## config.mk

```make
export PLATFORM = sky130hd
export DESIGN_NAME = wdog_window
export DESIGN_NICKNAME = d
export VERILOG_FILES = /design/src/rtl/wdw_pkg.sv /design/src/rtl/wdw_sync.sv /design/src/rtl/wdw_trig_filter.sv /design/src/rtl/wdw_phase_ctrl.sv /design/src/rtl/wdog_window.sv
export SDC_FILE = /design/constraint.sdc
export NUM_CORES = 1
export LEC_CHECK = 0
export ABC_AREA = 0
export ABC_CLOCK_PERIOD_IN_PS = 3200
export BUFFER_PORTS_ARGS = -buffer_cell sky130_fd_sc_hd__buf_2
export CELL_PAD_IN_SITES_DETAIL_PLACEMENT = 0
export CELL_PAD_IN_SITES_GLOBAL_PLACEMENT = 1
export CORE_ASPECT_RATIO = 1.1
export CORE_MARGIN = 2
export CORE_UTILIZATION = 41
export CTS_CLUSTER_SIZE = 10
export DETAILED_ROUTE_END_ITERATION = 8
export GPL_TIMING_DRIVEN = 0
export HOLD_SLACK_MARGIN = 0.03
export PLACE_DENSITY_LB_ADDON = 0.1
export SLEW_MARGIN = 15
export SYNTH_ARGS = -nofsm -noshare
export SYNTH_HDL_FRONTEND = slang
export SYNTH_SLANG_ARGS = --single-unit
```

## constraint.sdc

```tcl
create_clock -name clk -period 3.2 [get_ports clk]
set_clock_uncertainty 0.2 [all_clocks]
set_input_delay 0.64 -clock clk [delete_from_list [all_inputs] [get_ports clk]]
set_output_delay 0.64 -clock clk [all_outputs]
set_load 0.02 [all_outputs]
```

## src/rtl/wdw_pkg.sv

```systemverilog
package wdw_pkg;

    typedef enum logic [2:0] {
        PH_RESET  = 3'd0,
        PH_LEAD   = 3'd1,
        PH_CLOSED = 3'd2,
        PH_OPEN   = 3'd3,
        PH_OFF    = 3'd4
    } wdw_phase_e;

    typedef struct packed {
        wdw_phase_e phase;
        logic       rst_n;
    } wdw_status_t;

    function automatic int max2(input int a, input int b);
        return (a > b) ? a : b;
    endfunction

    // Counter width able to hold values 0 .. limit-1 (at least one bit)
    function automatic int cnt_width(input int limit);
        return (limit < 2) ? 1 : $clog2(limit);
    endfunction

    // Number of strobes a timed phase lasts
    function automatic int phase_limit(input wdw_phase_e ph, input int lead,
                                       input int closed, input int open_len,
                                       input int pulse);
        case (ph)
            PH_RESET:  return pulse;
            PH_LEAD:   return lead;
            PH_CLOSED: return closed;
            PH_OPEN:   return open_len;
            default:   return 1;
        endcase
    endfunction

    // Which strobe advances the phase counter
    function automatic logic phase_step(input wdw_phase_e ph, input logic osc,
                                        input logic base);
        case (ph)
            PH_RESET:                    return base;
            PH_LEAD, PH_CLOSED, PH_OPEN: return osc;
            default:                     return 1'b0;
        endcase
    endfunction

endpackage

```

## src/rtl/wdw_sync.sv

```systemverilog
module wdw_sync #(
    parameter int          W      = 1,
    parameter int          STAGES = 2,
    parameter logic [W-1:0] INIT  = '0
) (
    input  logic         clk,
    input  logic         rst,
    input  logic [W-1:0] d_i,
    output logic [W-1:0] q_o
);

    logic [W-1:0] stage_q [STAGES];

    for (genvar s = 0; s < STAGES; s++) begin : g_stage
        if (s == 0) begin : g_first
            always_ff @(posedge clk) begin
                if (rst) stage_q[0] <= INIT;
                else     stage_q[0] <= d_i;
            end
        end else begin : g_next
            always_ff @(posedge clk) begin
                if (rst) stage_q[s] <= INIT;
                else     stage_q[s] <= stage_q[s-1];
            end
        end
    end

    assign q_o = stage_q[STAGES-1];

endmodule

```

## src/rtl/wdw_trig_filter.sv

```systemverilog
module wdw_trig_filter #(
    parameter int MINW_CLKS = 40
) (
    input  logic clk,
    input  logic rst,
    input  logic trig_s,
    output logic trig_ok
);

    localparam int RW = wdw_pkg::cnt_width(MINW_CLKS);
    localparam logic [RW-1:0] RUN_LAST = RW'(MINW_CLKS - 1);

    logic [RW-1:0] run_q;
    logic          armed_q;
    logic          ok_q;

    // A falling edge must follow a high level (armed), and the low level
    // must persist for MINW_CLKS clocks before one accept strobe is issued.
    always_ff @(posedge clk) begin
        if (rst) begin
            run_q   <= '0;
            armed_q <= 1'b0;
            ok_q    <= 1'b0;
        end else begin
            ok_q <= 1'b0;
            if (trig_s) begin
                run_q   <= '0;
                armed_q <= 1'b1;
            end else if (armed_q) begin
                if (run_q == RUN_LAST) begin
                    ok_q    <= 1'b1;
                    armed_q <= 1'b0;
                    run_q   <= '0;
                end else begin
                    run_q <= run_q + 1'b1;
                end
            end
        end
    end

    assign trig_ok = ok_q;

endmodule

```

## src/rtl/wdw_phase_ctrl.sv

```systemverilog
module wdw_phase_ctrl
    import wdw_pkg::*;
#(
    parameter int LEAD_TICKS   = 7895,
    parameter int CLOSED_TICKS = 1053,
    parameter int OPEN_TICKS   = 1105,
    parameter int PULSE_TICKS  = 4
) (
    input  logic        clk,
    input  logic        rst,
    input  logic        osc_tick,
    input  logic        base_tick,
    input  logic        trig_ok,
    input  logic        rx_fall,
    input  logic        lowpwr,
    output wdw_status_t status
);

    localparam int MAXLEN = max2(max2(LEAD_TICKS, CLOSED_TICKS),
                                 max2(OPEN_TICKS, PULSE_TICKS));
    localparam int CW = cnt_width(MAXLEN);

    wdw_phase_e    ph_q, ph_d;
    logic [CW-1:0] cnt_q, cnt_d;
    logic          rstn_q;
    logic          step;
    logic          expire;
    logic [CW-1:0] last_cnt;

    always_comb begin
        step     = phase_step(ph_q, osc_tick, base_tick);
        last_cnt = CW'(phase_limit(ph_q, LEAD_TICKS, CLOSED_TICKS,
                                   OPEN_TICKS, PULSE_TICKS) - 1);
        expire   = step && (cnt_q == last_cnt);

        ph_d = ph_q;
        case (ph_q)
            PH_RESET: begin
                if (expire) ph_d = PH_LEAD;
            end
            PH_LEAD: begin
                if (trig_ok)     ph_d = PH_CLOSED;
                else if (expire) ph_d = PH_RESET;
            end
            PH_CLOSED: begin
                if (trig_ok)     ph_d = PH_RESET;
                else if (expire) ph_d = PH_OPEN;
            end
            PH_OPEN: begin
                if (trig_ok)     ph_d = PH_CLOSED;
                else if (expire) ph_d = PH_RESET;
            end
            PH_OFF: begin
                if (rx_fall) ph_d = PH_LEAD;
            end
            default: ph_d = PH_RESET;
        endcase
        if (lowpwr) ph_d = PH_OFF;

        if (ph_d != ph_q) cnt_d = '0;
        else if (step)    cnt_d = cnt_q + 1'b1;
        else              cnt_d = cnt_q;
    end

    always_ff @(posedge clk) begin
        if (rst) begin
            ph_q   <= PH_RESET;
            cnt_q  <= '0;
            rstn_q <= 1'b0;
        end else begin
            ph_q   <= ph_d;
            cnt_q  <= cnt_d;
            rstn_q <= (ph_d != PH_RESET);
        end
    end

    assign status.phase = ph_q;
    assign status.rst_n = rstn_q;

endmodule

```

## src/rtl/wdog_window.sv

```systemverilog
module wdog_window
    import wdw_pkg::*;
#(
    parameter int LEAD_TICKS   = 7895,
    parameter int CLOSED_TICKS = 1053,
    parameter int OPEN_TICKS   = 1105,
    parameter int PULSE_TICKS  = 4,
    parameter int MINW_CLKS    = 40,
    parameter int SYNC_STAGES  = 2
) (
    input  logic       clk,
    input  logic       rst,
    input  logic       osc_tick,
    input  logic       base_tick,
    input  logic       trig_n,
    input  logic       rxd,
    input  logic       lowpwr,
    output logic       rst_n_o,
    output logic [2:0] phase_o
);

    logic [1:0]  pins_s;
    logic        trig_s;
    logic        rx_s;
    logic        rx_prev_q;
    logic        rx_fall;
    logic        trig_ok;
    wdw_status_t status;

    wdw_sync #(
        .W      (2),
        .STAGES (SYNC_STAGES),
        .INIT   (2'b11)
    ) u_sync (
        .clk (clk),
        .rst (rst),
        .d_i ({rxd, trig_n}),
        .q_o (pins_s)
    );

    assign trig_s = pins_s[0];
    assign rx_s   = pins_s[1];

    always_ff @(posedge clk) begin
        if (rst) rx_prev_q <= 1'b1;
        else     rx_prev_q <= rx_s;
    end

    assign rx_fall = rx_prev_q && !rx_s;

    wdw_trig_filter #(
        .MINW_CLKS (MINW_CLKS)
    ) u_filter (
        .clk     (clk),
        .rst     (rst),
        .trig_s  (trig_s),
        .trig_ok (trig_ok)
    );

    wdw_phase_ctrl #(
        .LEAD_TICKS   (LEAD_TICKS),
        .CLOSED_TICKS (CLOSED_TICKS),
        .OPEN_TICKS   (OPEN_TICKS),
        .PULSE_TICKS  (PULSE_TICKS)
    ) u_ctrl (
        .clk       (clk),
        .rst       (rst),
        .osc_tick  (osc_tick),
        .base_tick (base_tick),
        .trig_ok   (trig_ok),
        .rx_fall   (rx_fall),
        .lowpwr    (lowpwr),
        .status    (status)
    );

    assign rst_n_o = status.rst_n;
    assign phase_o = status.phase;

endmodule

```

==> flow_results.org <==
** Clock tree
- Htree depth :: 2
- TritonCTS created 5 clock buffers.
- Clock slew at reported path FFs :: 60 ps
- TritonCTS built the clock tree.
- Clock latency on the worst-skew pair :: 280 ps
- Total number of clock tree sinks :: 30
- Largest buffer count on any clock path :: 2
- The tree is rooted in a sky130_fd_sc_hd__clkbuf_8.

** Layout
- The final layout contains 246 nets.
- Area growth syn-to-layout :: 17.9%
- Ant. Diodes :: 0
- The finished cells cover 0.00212 mm².
- In the final layout, the share of cells above drive strength 1 is 0.200.

** Synth
- Cell types occupying the most area after synthesis :: sky130_fd_sc_hd__dfxtp_1 33%, sky130_fd_sc_hd__nand2_1 6.3%, sky130_fd_sc_hd__xor2_1 5.4%
- Most area-hungry cell type in the Yosys netlist :: sky130_fd_sc_hd__dfxtp_1
- Synthesis produced a netlist with a net count of 225.
- Post-synthesis cell area :: 0.00179 mm²
- The share of the Yosys chip area taken by registers is 0.335.
- Cells after Synth :: 215
- Warnings from Yosys :: 0
- Synthesis inferred 30 register bits.
- Top post-synthesis cells by count :: 30 x sky130_fd_sc_hd__dfxtp_1, 30 x sky130_fd_sc_hd__nand2_1, 16 x sky130_fd_sc_hd__nor2_1, 11 x sky130_fd_sc_hd__xor2_1, 9 x sky130_fd_sc_hd__mux2i_1
- Distinct cell type count of the synthesized netlist :: 50
- Number of enable flip-flop cells after synthesis :: 0
- The share of synthesized area in the top cell type comes to 0.335.
- In the synthesized netlist the dominant register cell turns out to be sky130_fd_sc_hd__dfxtp_1.
- Of all flip-flops after synthesis, the portion carrying an async set or reset was 0.
- Dividing the synthesized area by the synthesized cell count gives 8.35 µm².

** Timing
- Static timing analysis puts the maximum clock frequency at 324 MHz.
- The number of slew-limit violations in the final report is 0.
- Transition time at the pin with the least slew margin :: 1040 ps
- Of the available clock period, the critical path in the final layout requires 0.964.
- Subtracting the final worst setup slack from the clock period gives 3080 ps.
- Setup repair after global routing missed its margin :: no
- Setup violations remaining at the end of the flow were counted as 0.
- The number of hold-slack violations in the final timing report is 0.
- Headroom to the max-slew limit came out at 0.287.
- Final hold analysis gives a worst-case slack of 211 ps.

** Drt
- Drc violations :: 0
- Initial DRC Count :: 74
- Top layer in use :: met4
- After detailed routing, the total wire length is 4250 µm.
- Via-per-instance ratio :: 5.58
- Met3 wire length :: 171 µm
- The count of nets left with antenna violations once routing finished came out at 0.
- Routed met2 length :: 2250 µm
- The final route contains 1613 vias.
- Detail-routed net length per standard cell :: 14.7 µm
- WL met1 :: 1710 µm
- The first detailed-routing pass ran for 4 iterations.

** Floorplanning
- The floorplan has 25 rows.
- During I/O placement, the number of pins put on the boundary was 11.
- The region available for standard cell placement spans 0.00425 mm².
- The die covers 0.00492 mm².
- Starting density of the core :: 0.422
- Overall die width :: 67.1 µm
- Die Height :: 73.4 µm

** Worst setup path
- Counting cells, the worst reg-to-reg path comes to 12.
- Along the worst path, the maximum fanout reaches 10.
- Classification of the worst setup path :: flop to flop
- The worst setup path is captured at a flop.
- Setup slack on the worst reg-to-reg path comes out at 120 ps.
- Crit path launch type :: flop
- Required arrival time at the worst endpoint :: 3210 ps
- At the worst endpoint, the arrival time is 3100 ps.

** Pwr
- In this run the static leakage power is 0.801 nW.
- Overall power :: 767 µW
- Maximum vdd ir drop :: 0.000263 V
- Power density over cell area :: 363 mW/mm²

** Placed design
- The HPWL after detailed placement is 3100 µm.
- At the end of routability-driven placement, the weighted congestion stood at 0.884.
- Count of port buffers added during placement :: 9
- In this run the cell area measured after placement is 0.00193 mm².

** Flow run
- Maximum Capacitance Violations :: 0

** Run status
- Status :: completed

** Hold path
- Along the worst hold path, the cell count comes to 1.
- The min-delay analysis places its worst path in the category flop to flop.

** GRT
- The via count of the first global-routing pass came to 1594.
- Entering global routing, the biggest net connects 11 pins.
- The initial antenna violation count was 0.
- The first global-routing pass estimated 7250 µm of wire.
- Grt ovf :: 0
- Total global-route track usage :: 0.196
[per-stage QoR]
step	setup slack [ps]	setup TNS (ps)	utilization	std cells
6_report	115	0	0.497	289
3_3_place_gp	-239	-2180	0.455	278
2_1_floorplan	12.3	0	-	215
3_5_place_dp	-261	-2570	0.455	278
4_1_cts	5.89	0	0.489	289
5_1_grt	7.06	0	0.497	289
[registers in the layout (all words and copies together), names as in the netlist]
register,cells
u_ctrl.cnt_q,13
u_filter.run_q,6
u_sync.stage_q,4
u_ctrl.ph_q,3
rx_prev_q,1
u_ctrl.rstn_q,1
u_filter.armed_q,1
u_filter.trig_ok,1
[metal layers]
metal	vias to the layer above	track usage
met3	12	0.0429
met5	-	0
met4	0	0.0930
met2	48	0.356
li1	803	-
met1	750	0.212
[critical path, cell delays in order, from the launching register on]
cell,delay [ps]
sky130_fd_sc_hd__dfxtp_2,320
sky130_fd_sc_hd__buf_6,130
sky130_fd_sc_hd__buf_6,140
sky130_fd_sc_hd__nor3b_4,230
sky130_fd_sc_hd__inv_2,70
sky130_fd_sc_hd__ha_4,190
sky130_fd_sc_hd__and3_1,150
sky130_fd_sc_hd__nand2b_1,140
sky130_fd_sc_hd__a32o_1,250
sky130_fd_sc_hd__or4_4,580
sky130_fd_sc_hd__mux2i_4,270
sky130_fd_sc_hd__buf_6,170
sky130_fd_sc_hd__mux2i_1,170
[cells in the final DEF, fill, tap and decap left out, types with 6 or more instances in the layout]
| cell type | Yosys | layout |
|---|---|---|
| sky130_fd_sc_hd__buf_2 | 5 | 9 |
| sky130_fd_sc_hd__buf_4 | 0 | 6 |
| sky130_fd_sc_hd__clkbuf_8 | 0 | 6 |
| sky130_fd_sc_hd__dfxtp_1 | 30 | 28 |
| sky130_fd_sc_hd__mux2i_1 | 9 | 9 |
| sky130_fd_sc_hd__nand2_1 | 30 | 30 |
| sky130_fd_sc_hd__nand3_1 | 7 | 7 |
| sky130_fd_sc_hd__nor2_1 | 16 | 16 |
| sky130_fd_sc_hd__nor3_1 | 6 | 6 |
| sky130_fd_sc_hd__o211ai_1 | 6 | 6 |
| sky130_fd_sc_hd__o21ai_0 | 8 | 8 |
| sky130_fd_sc_hd__xnor2_1 | 8 | 8 |
| sky130_fd_sc_hd__xor2_1 | 11 | 10 |
[timing repair]
item	CTS	global route
setup endpoints to repair	15	15
pin swaps	0	2
cloned	1	0
hold buffers	0	0
buffers inserted	4	1
resized for setup	8	8
[logic make-up after synthesis]
logic type,after synthesis,synth area share
xor gates and xnor gates,19,0.0927
DFF,30,0.335
AOI/OAI and AO/OA,43,0.169
buffers and inverters,19,0.0551
adders and majority gates,3,0.0209
muxes,11,0.0690
and+or+nand+nor,90,0.258
[worst paths after layout]
check	from	to
max	u_ctrl.ph_q[1]	u_ctrl.cnt_q[10]
min	u_sync.stage_q[0][1]	u_sync.stage_q[1][1]
max reg2reg	u_ctrl.ph_q[1]	u_ctrl.cnt_q[10]
min reg2reg	u_sync.stage_q[0][1]	u_sync.stage_q[1][1]
[cell type report]
| class | instances | area, µm² |
|---|---|---|
| Fill cell | 406 | 2140 |
| Buffer | 12 | 96.3 |
| Timing Repair Buffer | 15 | 93.8 |
| Sequential cell | 30 | 606 |
| Inverter | 6 | 22.5 |
| Tap cell | 54 | 67.6 |
| Multi-Input combinational cell | 166 | 1150 |
| Clock buffer | 6 | 82.6 |
[where the power goes]
group | switching (mW) | internal, mW
registers | 0.00500 | 0.380
clock network | 0.131 | 0.165
logic | 0.0480 | 0.0379
total | 0.184 | 0.583
No activity file was read; power rests on OpenSTA's default activity.
